File: src/rtl/dds_pkg.sv
package dds_pkg;
    localparam int DDS_PHASE_W = 16;
    localparam int DDS_TRUNC_W = 12;
    localparam int DDS_ADDR_W  = 8;
    localparam int DDS_AMP_W   = 12;
    localparam int DDS_ORDER   = 4;
    localparam real DDS_PI     = 3.14159265358979323846;

    // Stage record between the shaper and the table
    typedef struct packed {
        logic                  live;
        logic [DDS_ADDR_W-1:0] addr;
    } shaped_t;

    // Weight of the k-th delayed remainder in the feedback: -(-1)^k * C(order,k)
    function automatic int ntf_coef(input int order, input int k);
        int c;
        c = 1;
        for (int i = 0; i < k; i++) c = c * (order - i) / (i + 1);
        return (k % 2 == 1) ? c : -c;
    endfunction

    // Rounded sine sample for table index k
    function automatic int sine_entry(input int k, input int addr_w, input int amp_w);
        real a;
        a = real'((1 << (amp_w - 1)) - 1) * $sin(2.0 * DDS_PI * real'(k) / real'(1 << addr_w));
        return int'(a);
    endfunction
endpackage

File: src/rtl/dds_phase_acc.sv
module dds_phase_acc #(
    parameter int PHASE_W = dds_pkg::DDS_PHASE_W,
    parameter int TRUNC_W = dds_pkg::DDS_TRUNC_W
) (
    input  logic               clk,
    input  logic               rst,
    input  logic               en,
    input  logic [PHASE_W-1:0] step,
    output logic [TRUNC_W-1:0] phase_hi
);
    logic [PHASE_W-1:0] acc_q;

    always_ff @(posedge clk) begin
        if (rst)     acc_q <= '0;
        else if (en) acc_q <= acc_q + step;
    end

    assign phase_hi = acc_q[PHASE_W-1 -: TRUNC_W];

    p_acc_hold_r6: assert property (@(posedge clk) disable iff (rst)
        !en |=> $stable(acc_q));
    p_acc_reset_r7: assert property (@(posedge clk)
        rst |=> (acc_q == '0));
endmodule

File: src/rtl/dds_ns_shaper.sv
module dds_ns_shaper
    import dds_pkg::*;
#(
    parameter int TRUNC_W = DDS_TRUNC_W,
    parameter int ADDR_W  = DDS_ADDR_W,
    parameter int ORDER   = DDS_ORDER
) (
    input  logic               clk,
    input  logic               rst,
    input  logic               en,
    input  logic [TRUNC_W-1:0] x_i,
    output shaped_t            q_o
);
    localparam int DROP_W = TRUNC_W - ADDR_W;
    localparam int BOUND  = ((1 << DROP_W) - 1) * (1 << (ORDER - 1));

    logic [DROP_W-1:0]  hist_q [ORDER];
    logic [TRUNC_W-1:0] sum;
    shaped_t            out_q;

    always_comb begin
        int s;
        s = int'(x_i);
        for (int k = 0; k < ORDER; k++)
            s = s + ntf_coef(ORDER, k + 1) * int'(hist_q[k]);
        sum = TRUNC_W'(s);
    end

    always_ff @(posedge clk) begin
        if (rst) begin
            for (int k = 0; k < ORDER; k++) hist_q[k] <= '0;
            out_q <= '0;
        end else if (en) begin
            hist_q[0] <= sum[DROP_W-1:0];
            for (int k = 1; k < ORDER; k++) hist_q[k] <= hist_q[k-1];
            out_q.addr <= sum[TRUNC_W-1:DROP_W];
            out_q.live <= 1'b1;
        end
    end

    assign q_o = out_q;

    p_shape_bound_r3: assert property (@(posedge clk) disable iff (rst)
        en |=> (($signed(TRUNC_W'({out_q.addr, {DROP_W{1'b0}}} - $past(x_i))) <= BOUND) &&
                ($signed(TRUNC_W'({out_q.addr, {DROP_W{1'b0}}} - $past(x_i))) >= -BOUND)));
    p_shape_hold_r6: assert property (@(posedge clk) disable iff (rst)
        !en |=> $stable(out_q));
endmodule

File: src/rtl/dds_sine_rom.sv
module dds_sine_rom
    import dds_pkg::*;
#(
    parameter int ADDR_W = DDS_ADDR_W,
    parameter int AMP_W  = DDS_AMP_W
) (
    input  logic                    clk,
    input  logic                    rst,
    input  logic                    en,
    input  shaped_t                 s_i,
    output logic signed [AMP_W-1:0] amp_o,
    output logic                    vld_o
);
    localparam int DEPTH   = 1 << ADDR_W;
    localparam int AMP_MAX = (1 << (AMP_W - 1)) - 1;

    logic signed [AMP_W-1:0] rom [DEPTH];

    for (genvar k = 0; k < DEPTH; k++) begin : g_tab
        assign rom[k] = AMP_W'(sine_entry(k, ADDR_W, AMP_W));
    end

    always_ff @(posedge clk) begin
        if (rst) begin
            amp_o <= '0;
            vld_o <= 1'b0;
        end else begin
            vld_o <= en & s_i.live;
            if (en) amp_o <= rom[s_i.addr];
        end
    end

    p_amp_range_r4: assert property (@(posedge clk) disable iff (rst)
        (amp_o <= AMP_W'(AMP_MAX)) && (amp_o >= -AMP_W'(AMP_MAX)));
    p_amp_hold_r6: assert property (@(posedge clk) disable iff (rst)
        !en |=> ($stable(amp_o) && !vld_o));
    p_vld_src_r5: assert property (@(posedge clk) disable iff (rst)
        vld_o |-> $past(en));
endmodule

File: src/rtl/dds_ns_core.sv
module dds_ns_core
    import dds_pkg::*;
#(
    parameter int PHASE_W = DDS_PHASE_W,
    parameter int TRUNC_W = DDS_TRUNC_W,
    parameter int ADDR_W  = DDS_ADDR_W,
    parameter int AMP_W   = DDS_AMP_W,
    parameter int ORDER   = DDS_ORDER
) (
    input  logic                    clk,
    input  logic                    rst,
    input  logic                    smp_en,
    input  logic [PHASE_W-1:0]      freq_word,
    output logic signed [AMP_W-1:0] amp,
    output logic                    amp_vld
);
    logic [TRUNC_W-1:0] phase_hi;
    shaped_t            shaped;

    dds_phase_acc #(.PHASE_W(PHASE_W), .TRUNC_W(TRUNC_W)) u_acc (
        .clk(clk), .rst(rst), .en(smp_en), .step(freq_word), .phase_hi(phase_hi)
    );

    dds_ns_shaper #(.TRUNC_W(TRUNC_W), .ADDR_W(ADDR_W), .ORDER(ORDER)) u_shape (
        .clk(clk), .rst(rst), .en(smp_en), .x_i(phase_hi), .q_o(shaped)
    );

    dds_sine_rom #(.ADDR_W(ADDR_W), .AMP_W(AMP_W)) u_rom (
        .clk(clk), .rst(rst), .en(smp_en), .s_i(shaped), .amp_o(amp), .vld_o(amp_vld)
    );

    p_reset_out_r7: assert property (@(posedge clk)
        rst |=> (amp == '0 && !amp_vld));
endmodule

File: config.mk
export PLATFORM = sky130hd
export DESIGN_NAME = dds_ns_core
export DESIGN_NICKNAME = d
export VERILOG_FILES = /design/src/rtl/dds_pkg.sv /design/src/rtl/dds_phase_acc.sv /design/src/rtl/dds_ns_shaper.sv /design/src/rtl/dds_sine_rom.sv /design/src/rtl/dds_ns_core.sv
export SDC_FILE = /design/constraint.sdc
export NUM_CORES = 1
export LEC_CHECK = 0
export ABC_AREA = 1
export CORE_ASPECT_RATIO = 1.4
export CORE_MARGIN = 2
export CORE_UTILIZATION = 41
export CTS_CLUSTER_SIZE = 40
export DETAILED_ROUTE_END_ITERATION = 10
export PLACE_DENSITY = 0.69
export SETUP_SLACK_MARGIN = 0.2
export SKIP_LAST_GASP = 1
export SYNTH_ARGS = -nofsm -noshare
export SYNTH_HDL_FRONTEND = slang
export SYNTH_SLANG_ARGS = --single-unit
File: constraint.sdc
create_clock -name clk -period 8.8 [get_ports clk]
set_input_delay 2.64 -clock clk [delete_from_list [all_inputs] [get_ports clk]]
set_output_delay 2.64 -clock clk [all_outputs]
set_load 0.005 [all_outputs]
==> results of run 1 <==
-- metal layers --
metal / up-vias / GRT usage (%)
met1: 3419 / 34.7
li1: 3598 / -
met2: 374 / 57.5
met5: - / 0
met4: 0 / 23.9
met3: 120 / 3.90
-- flip-flops by register name, indices dropped and copies added (netlist names) --
signal	flops
u_rom.vld_o	1
u_shape.hist_q	16
u_acc.acc_q	16
u_rom.amp_o	12
u_shape.q_o	9
-- path summary, 6_finish.rpt --
| path | startpoint | to | slack (ns) | depth (start not counted) |
|---|---|---|---|---|
| worst max-delay path | smp_en | u_rom.amp_o[5] | 4.14 | 7 |
| worst min-delay path | u_shape.q_o[8] | u_rom.vld_o | 0.46 | 2 |
| worst max register to register | u_shape.hist_q[0][5] | u_shape.q_o[4] | 4.26 | 19 |
| worst min register to register | u_shape.q_o[8] | u_rom.vld_o | 0.46 | 2 |
-- power by group through the flow --
stage | registers [mW] | logic, mW | clock network, mW
after floorplan | 0.348 | 1.17 | 0
after global placement | 0.361 | 1.72 | 0
after detailed placement | 0.361 | 1.69 | 0
after CTS | 0.356 | 1.71 | 0.218
after global routing | 0.363 | 1.93 | 0.226
final | 0.357 | 1.76 | 0.215
-- cells by family (layout without fill, tap and decap cells) --
| group | Yosys count | count (layout) | share of synthesized area (%) |
|---|---|---|---|
| xor gates and xnor gates | 4 | 4 | 0.535 |
| DFF | 54 | 54 | 18.9 |
| AOI/OAI and AO/OA | 167 | 167 | 13.8 |
| and+or+nand+nor | 627 | 627 | 39.5 |
| adders and majority gates | 77 | 77 | 16.4 |
| buffers and inverters | 169 | 179 | 10.8 |
-- stage by stage --
stage               util, %  std cells
CTS                    45.6       1304
detailed placement     44.6       1296
finish                 45.6       1304
global placement       44.6       1296
global route           45.6       1304
floorplan                 -       1098
-- area by class of cell --
cell class              instances  area, µm²  share of cell area [%]
flip-flops and latches         54       1240                    17.5
repair buffers                 42        393                    5.52
clock inverters                 3       22.5                   0.317
inverters                     129        484                    6.80
well taps                     196        245                    3.45
multi-input cells             875       4600                    64.7
clock buffers                   5        125                    1.76
-- worst register-to-register path, delay by kind of cell (launching register included) --
family | cells | cell delay [ns]
compound gates | 5 | 0.70
simple gates | 1 | 0.12
buf+inv | 5 | 0.31
flops | 1 | 0.43
fa+ha+maj | 8 | 2.91
-- placed cells by master, fill, tap and decap left out, drive strengths merged, types with 8 or more instances in the layout --
| cell type | n |
|---|---|
| nand2 | 384 |
| nand3 | 130 |
| inv | 130 |
| nor2 | 88 |
| a21oi | 75 |
| o21ai | 65 |
| ha | 62 |
| dfxtp | 38 |
| clkdlybuf4s50 | 31 |
| edfxtp | 16 |
| fa | 15 |
| nand4 | 12 |
| buf | 11 |
| o22ai | 8 |
| o211ai | 8 |
==> metrics.txt, run 1 <==
Buffers on Ports 31; first-pass GRT wire length 42.0 mm; Startpoint Class input pin; std cell rows 54; setup bufs post-CTS 0; Max Slew Vio Count 0; Filler Cells Inserted 1701; worst skew pair latency 0.31 ns; min Tclk post-route 4.66 ns; largest net degree at the start of global routing 60; cell-by-cell trace of the critical path clkdlybuf4s50_1, inv_1, nor2_2, inv_2, nor2_2, o21ai_0, nand3_1; Lkg Pwr 3.65 nW; number of flops mapped to enable cells by yosys 16; crit-path max cell delay 0.57 ns; Synth Flop Type dfxtp_1; Final Cycle Share 53.0%; drt wl/cell 21.3 µm; core area 0.0156 mm²; CP top delay family simple AND/OR/NAND/NOR gates; Synth Area per Inst 5.97 µm²; leading area contributor after synthesis nand2_1; GR Util All Layers 32.2%; outcome completed; Met1 Wirelength 9.65 mm; nets 1203; wire length on met3 1.95 mm; Clock Power Share 9.2%; cell-internal power 0.963 mW; top post-synthesis cells by area nand2_1 22%, ha_1 12%, dfxtp_1 12%; Clk Tree Root Cell clkbuf_16; RSZ-0062 raised after global routing no; Final Cell Area 0.00712 mm²; top post-synthesis cells by count 384 x nand2_1, 130 x nand3_1, 124 x inv_1; most numerous cell in the Yosys netlist nand2_1; Antenna Nets Post-Route 0; Iter 0 DRT Violations 569; # resized after CTS 0; Ant. Diodes 0; clock skew 0.00455 ns; initial antenna violation count 0; hold slack 0.456 ns; Seq pwr share 15.3%; hold buffer count at cts 0; clock sinks 54; placed instance area 0.00697 mm²; Final Wtd Congestion 1.06; share of the synthesized area in the top cell type 22.0%; clk buf depth 2; Yosys cell types 34; total number of vias 7511; CP Class in -> reg; Syn Inst Count 1098; Starting Density 42.0%; final setup fails 0; Max-slew headroom 28.9%; Tot Pwr 2.33 mW; number of synthesis warnings 0; Sw Ratio 58.7%; I/O pin total 32; Tightest Hold Check Type reg -> reg; post-detail-place hpwl 20.7 mm; Die Area 0.0170 mm²; Die Wd 111 µm; Final WS setup 4.14 ns; Placement Setup Slack 3.82 ns; maximum fanout along the worst path 28; P per Cell Area 328 mW/mm²; worst-margin pin slew 1.06 ns; Final Hold Viols 0; Crit-path slowest cell nor2_2; TNS Setup 0 ns; die height 154 µm; final WL 27.7 mm; fmax 214 MHz; # DRC 0; H-tree Lvls 2; syn_nets 1194; Remaining Overflow, GRT 0; Psw 1.37 mW; Worst Path Arrival 4.91 ns; max layer used met4; Buf/Inv on CP 3; Gate power share 75.4%; Crit path top cell by count nor2_2; synthesized area 0.00655 mm²; worst vdd ir 167 µV; number of global-route vias before repair 7191; via/cell ratio 5.76; CP required 9.05 ns; post-synthesis register bit count 54; post-synthesis async set-or-reset flop share 0%; clock slew seen by the registers of the worst setup and hold paths 0.08 ns; area grow syn2layout 8.61%; max-cap viol count 0; Worst Setup End Kind flip-flop; CTS Buf Count 5; post-synthesis sequential area ratio 18.9%; layout cells sized above 1 2.89%; DRT Pass-1 Iters 6; metal2 WL 13.7 mm; TritonCTS clock tree built
Power figures use the tool's default switching activity.
==> inputs of run 2 (changes only) <==
- clock period: 8.8 -> 4.6 ns (I/O delays scaled with it)
==> metrics.txt, run 2 (synthesis results as in run 1) <==
outcome completed; Die Wd 111 µm (unchanged); initial antenna violation count 0 (unchanged); R2R depth 21 (+2); post-layout util 46.3% (+0.75 points); clock sinks 54 (unchanged); Reg-to-Reg Start u_shape.hist_q[0][5]; worst skew pair latency 0.31 ns (about the same); fmax 239 MHz; hold buffer count at cts 0 (unchanged); layout cells sized above 1 4.57% (+1.7 points); clock slew seen by the registers of the worst setup and hold paths 0.08 ns (about the same); final WL 25.9 mm (-6.5%); Tot Pwr 4.50 mW (+93%); H-tree Lvls 2 (unchanged); Final Wtd Congestion 1.07 (+0.79%); core area 0.0156 mm² (unchanged); drt wl/cell 19.7 µm (-7.1%); RSZ-0062 raised after global routing no; # DRC 0 (unchanged); Clk Tree Root Cell clkbuf_16; via/cell ratio 5.87 (+1.9%); hold depth 2 (unchanged); CP Class reg -> reg; P per Cell Area 623 mW/mm² (+90%); final setup fails 0 (unchanged); GR Util All Layers 30.6% (-1.6 points); DRT Pass-1 Iters 6 (unchanged); hold slack 0.436 ns (-0.0198 ns); Met1 Wirelength 9.07 mm (-6.0%); Filler Cells Inserted 1693 (-0.47%); Ant. Diodes 0 (unchanged); TNS Setup 0 ns (unchanged); Worst Setup End Kind flip-flop; Startpoint Class flip-flop; Hold EP u_rom.vld_o; total number of vias 7704 (+2.6%); Buffers on Ports 31 (unchanged); I/O pin total 32 (unchanged); most frequent cells in the layout 381 x nand2_1, 130 x nand3_1, 122 x inv_1; placed insts 1302 (+0.46%); Iter 0 DRT Violations 800 (+41%); nets 1211 (+0.67%); Max Slew Vio Count 0 (unchanged); Lkg Pwr 3.69 nW (+0.93%); CTS Buf Count 5 (unchanged); RR Endpoint u_shape.q_o[5]; max-cap viol count 0 (unchanged); worst-margin pin slew 1.09 ns (+0.0270 ns); die height 154 µm (unchanged); Final Hold Viols 0 (unchanged); commonest non-fill, non-tap cell in the layout nand2_1; maximum fanout along the worst path 5 (-82%); largest registers u_acc.acc_q (16), u_shape.hist_q (16), u_rom.amp_o (12); min Tclk post-route 4.18 ns; area grow syn2layout 10.4%; worst vdd ir 293 µV (+75%); non-filler cells, final 1312 (+0.61%); Remaining Overflow, GRT 0 (unchanged); Tightest Hold Check Type reg -> reg; post-detail-place hpwl 19.3 mm (-6.8%); clk buf depth 2 (unchanged); largest net degree at the start of global routing 35 (-42%); number of global-route vias before repair 7601 (+5.7%); Die Area 0.0170 mm² (unchanged); metal2 WL 12.3 mm (-10%); hold_sp u_shape.q_o[8]; Worst Path Arrival 4.35 ns (-0.56 ns); max layer used met4; first-pass GRT wire length 41.0 mm (-2.3%); Antenna Nets Post-Route 0 (unchanged); Starting Density 42.0% (unchanged); Final Cycle Share 90.8%; wire length on met3 2.23 mm (+14%); std cell rows 54 (unchanged); TritonCTS clock tree built; reg-to-reg slack, setup 0.42 ns (-3.84 ns); Max-slew headroom 27.1% (-1.8 points); CP required 4.78 ns (-4.27 ns); clock skew 0.00984 ns (+0.00529 ns)
==> run 2: changes by cell type in the layout (fill, tap and decap cells not counted), moves of 2 or more <==
cell	before	now
inv_1	124	122
ha_1	62	58
a21oi_1	75	72
a21oi_2	0	3
inv_2	4	6
buf_4	11	19
nand2_2	0	3
nand2_1	384	381
ha_4	0	3
==> run 2: cell type report <==
| cell class | instances | area, µm² | share of cell area (%) |
|---|---|---|---|
| Multi-Input combinational cell | 875 | 4660 | 64.5 |
| Sequential cell | 54 | 1240 | 17.2 |
| Timing Repair Buffer | 50 | 453 | 6.26 |
| Clock buffer | 6 | 129 | 1.78 |
| Inverter | 129 | 484 | 6.70 |
| Clock inverter | 2 | 16.3 | 0.225 |
| Tap cell | 196 | 245 | 3.39 |
==> run 2: worst max path at each step <==
stage | to | start
2_1_floorplan | u_shape.q_o[5] | u_shape.hist_q[0][5]
3_3_place_gp | u_shape.q_o[5] | u_shape.hist_q[0][5]
3_5_place_dp | u_shape.q_o[5] | u_shape.hist_q[0][5]
4_1_cts | u_shape.q_o[5] | u_shape.hist_q[0][5]
5_1_grt | u_shape.q_o[5] | u_shape.hist_q[0][5]
6_report | u_shape.q_o[5] | u_shape.hist_q[0][5]
==> run 2: timing repair <==
action,CTS,global route
setup buffers,1,1
endpoints found under the setup margin,2,5
pin swaps,0,3
gates resized for setup,0,12
==> run 2: power breakdown <==
part	internal, mW	switching [mW]	total [mW]
Sequential	0.591	0.0933	0.685
Clock	0.205	0.200	0.405
Combinational	1.13	2.28	3.42
Total	1.93	2.58	4.50
==> run 2: metal layers <==
| layer | vias to the layer above | track usage, % |
|---|---|---|
| met5 | - | 0 |
| li1 | 3613 | - |
| met3 | 137 | 4.57 |
| met1 | 3485 | 34.1 |
| met2 | 469 | 52.1 |
| met4 | 0 | 24.0 |
==> run 2: metrics by stage <==
| step | worst slack [ns] | cell area, µm² |
|---|---|---|
| floorplan | 0.390 | 6550 |
| global placement | 0.244 | 7010 |
| detailed placement | 0.176 | 7010 |
| CTS | 0.217 | 7170 |
| global route | 0.199 | 7230 |
| finish | 0.425 | 7230 |
==> run 2: critical path: stages, from the launching register on <==
cell and delay (ns):
edfxtp_1 0.42, inv_2 0.08, ha_1 0.25, ha_4 0.22
ha_2 0.19, fa_1 0.47, inv_1 0.04, ha_1 0.26
inv_1 0.05, fa_1 0.53, inv_1 0.06, fa_1 0.53
inv_1 0.06, ha_4 0.25, nand3_1 0.10, nand2_2 0.08
nand2_2 0.07, nand2_1 0.06, a21oi_2 0.15, nand2_1 0.07
nand2_1 0.06, o22ai_1 0.06
==> inputs of run 3 (changes only) <==
- RECOVER_POWER: default -> 50
==> metrics.txt, run 3 (synthesis results as in run 1) <==
outcome completed; CP top delay family adder cells; CP Class reg -> reg; non-filler cells, final 1312 (unchanged); P per Cell Area 622 mW/mm² (-0.13%); number of global-route vias before repair 7601 (unchanged); hold depth 2 (unchanged); Final WS setup 0.390 ns (-0.0346 ns); post-layout util 46.2% (-0.096 points); core area 0.0156 mm² (unchanged); fmax 238 MHz (-0.82%); GR Util All Layers 30.6% (unchanged); Iter 0 DRT Violations 798 (-0.25%); worst vdd ir 293 µV (about the same); Max-slew headroom 16.6% (-11 points); Starting Density 42.0% (unchanged); TNS Setup 0 ns (unchanged); Crit path top cell by count inv_1; largest registers u_acc.acc_q (16), u_shape.hist_q (16), u_rom.amp_o (12); Remaining Overflow, GRT 0 (unchanged); Lkg Pwr 3.72 nW (+0.80%); worst-margin pin slew 1.25 ns (+0.162 ns); Die Wd 111 µm (unchanged); cell-by-cell trace of the critical path inv_2, ha_1, ha_4, ha_2, fa_1, inv_1, ha_1, inv_1, fa_1, inv_1, fa_1, inv_1, ha_4, a21oi_2, nand2_2, a21oi_2, o21ai_0, a21oi_1, o21bai_1; clock sinks 54 (unchanged); crit-path max cell delay 0.53 ns (about the same); Tightest Hold Check Type reg -> reg; Final Cycle Share 91.5% (+0.75 points); die height 154 µm (unchanged); clock skew 0.00969 ns (-0.000151 ns); commonest non-fill, non-tap cell in the layout nand2_1; Die Area 0.0170 mm² (unchanged); TritonCTS clock tree built; Worst Setup End Kind flip-flop; layout cells sized above 1 4.12% (-0.45 points); min Tclk post-route 4.21 ns (+0.0346 ns); Crit-path slowest cell fa_1; via/cell ratio 5.88 (about the same); Max Slew Vio Count 0 (unchanged); Antenna Nets Post-Route 0 (unchanged); RSZ-0062 raised after global routing no; Placement Setup Slack 0.176 ns (unchanged); largest net degree at the start of global routing 35 (unchanged); area grow syn2layout 10.2%; nets 1211 (unchanged); initial antenna violation count 0 (unchanged); Buf/Inv on CP 5 (unchanged); first-pass GRT wire length 41.0 mm (unchanged); WP depth 19 (-9.5%); max-cap viol count 0 (unchanged); Buffers on Ports 31 (unchanged); Startpoint Class flip-flop; total number of vias 7711 (+0.091%); Clk Tree Root Cell clkbuf_16; maximum fanout along the worst path 5 (unchanged); clock slew seen by the registers of the worst setup and hold paths 0.08 ns (about the same); Final Wtd Congestion 1.07 (unchanged); placed insts 1302 (unchanged); clk buf depth 2 (unchanged); Final Cell Area 0.00722 mm² (-0.21%); Final Hold Viols 0 (unchanged); I/O pin total 32 (unchanged); CP required 4.84 ns (+0.06 ns); DRT Pass-1 Iters 6 (unchanged); post-detail-place hpwl 19.3 mm (unchanged); # DRC 0 (unchanged); CTS Buf Count 5 (unchanged); drt wl/cell 19.8 µm (+0.18%); Worst Path Arrival 4.45 ns (+0.10 ns); H-tree Lvls 2 (unchanged); placed instance area 0.00701 mm² (unchanged); final WL 25.9 mm (+0.18%); std cell rows 54 (unchanged); final setup fails 0 (unchanged); Ant. Diodes 0 (unchanged); R2R depth 19 (-9.5%); worst skew pair latency 0.31 ns (about the same); most frequent cells in the layout 381 x nand2_1, 130 x nand3_1, 123 x inv_1
==> run 3: per-stage QoR <==
step           hold WS (ns)  power (mW)
3_5_place_dp          0.424        3.85
3_3_place_gp          0.424        3.88
2_1_floorplan         0.416        2.91
4_1_cts               0.437        4.28
6_report              0.436        4.49
5_1_grt               0.464        4.90
==> run 3: path summary, 6_finish.rpt <==
kind	slack (ns)	startpoint	end
setup / recovery	0.39	u_shape.hist_q[0][5]	u_shape.q_o[4]
hold / removal	0.44	u_shape.q_o[8]	u_rom.vld_o
setup reg to reg	0.39	u_shape.hist_q[0][5]	u_shape.q_o[4]
hold reg to reg	0.44	u_shape.q_o[8]	u_rom.vld_o
==> run 3: area by class of cell <==
type	count	area, µm²
Multi-Input combinational cell	875	4660
Sequential cell	54	1240
Timing Repair Buffer	50	443
Clock inverter	2	16.3
Inverter	129	484
Fill cell	1696	8390
Tap cell	196	245
Clock buffer	6	129
==> run 3: metal layers <==
layer	vias to the layer above	wire length, µm	global-route usage [%]
li1	3612	-	-
met1	3517	9180	34.1
met2	438	12300	52.1
met4	0	2290	24.0
met5	-	0	0
met3	144	2160	4.57
==> run 3: worst reg2reg max path: stages, from the launching register on <==
cell and delay [ns]:
edfxtp_1 0.42, inv_2 0.08, ha_1 0.25, ha_4 0.22, ha_2 0.19, fa_1 0.47, inv_1 0.04, ha_1 0.26
inv_1 0.05, fa_1 0.53, inv_1 0.06, fa_1 0.53, inv_1 0.06, ha_4 0.25, a21oi_2 0.13, nand2_2 0.09
a21oi_2 0.16, o21ai_0 0.09, a21oi_1 0.15, o21bai_1 0.11
==> run 3: repair_timing <==
action	CTS	global route
setup endpoints to repair	2	5
setup buffers	1	1
pin swaps	0	3
hold endpoints to repair	0	0
hold buffers	0	0
gates resized for setup	0	12
==> run 3: report_power, final <==
part / internal, mW / switching (mW) / leakage, nW / total [mW]
sequential: 0.591 / 0.0910 / 0.491 / 0.682
combinational: 1.11 / 2.29 / 3.16 / 3.40
clock: 0.205 / 0.199 / 0.0675 / 0.405
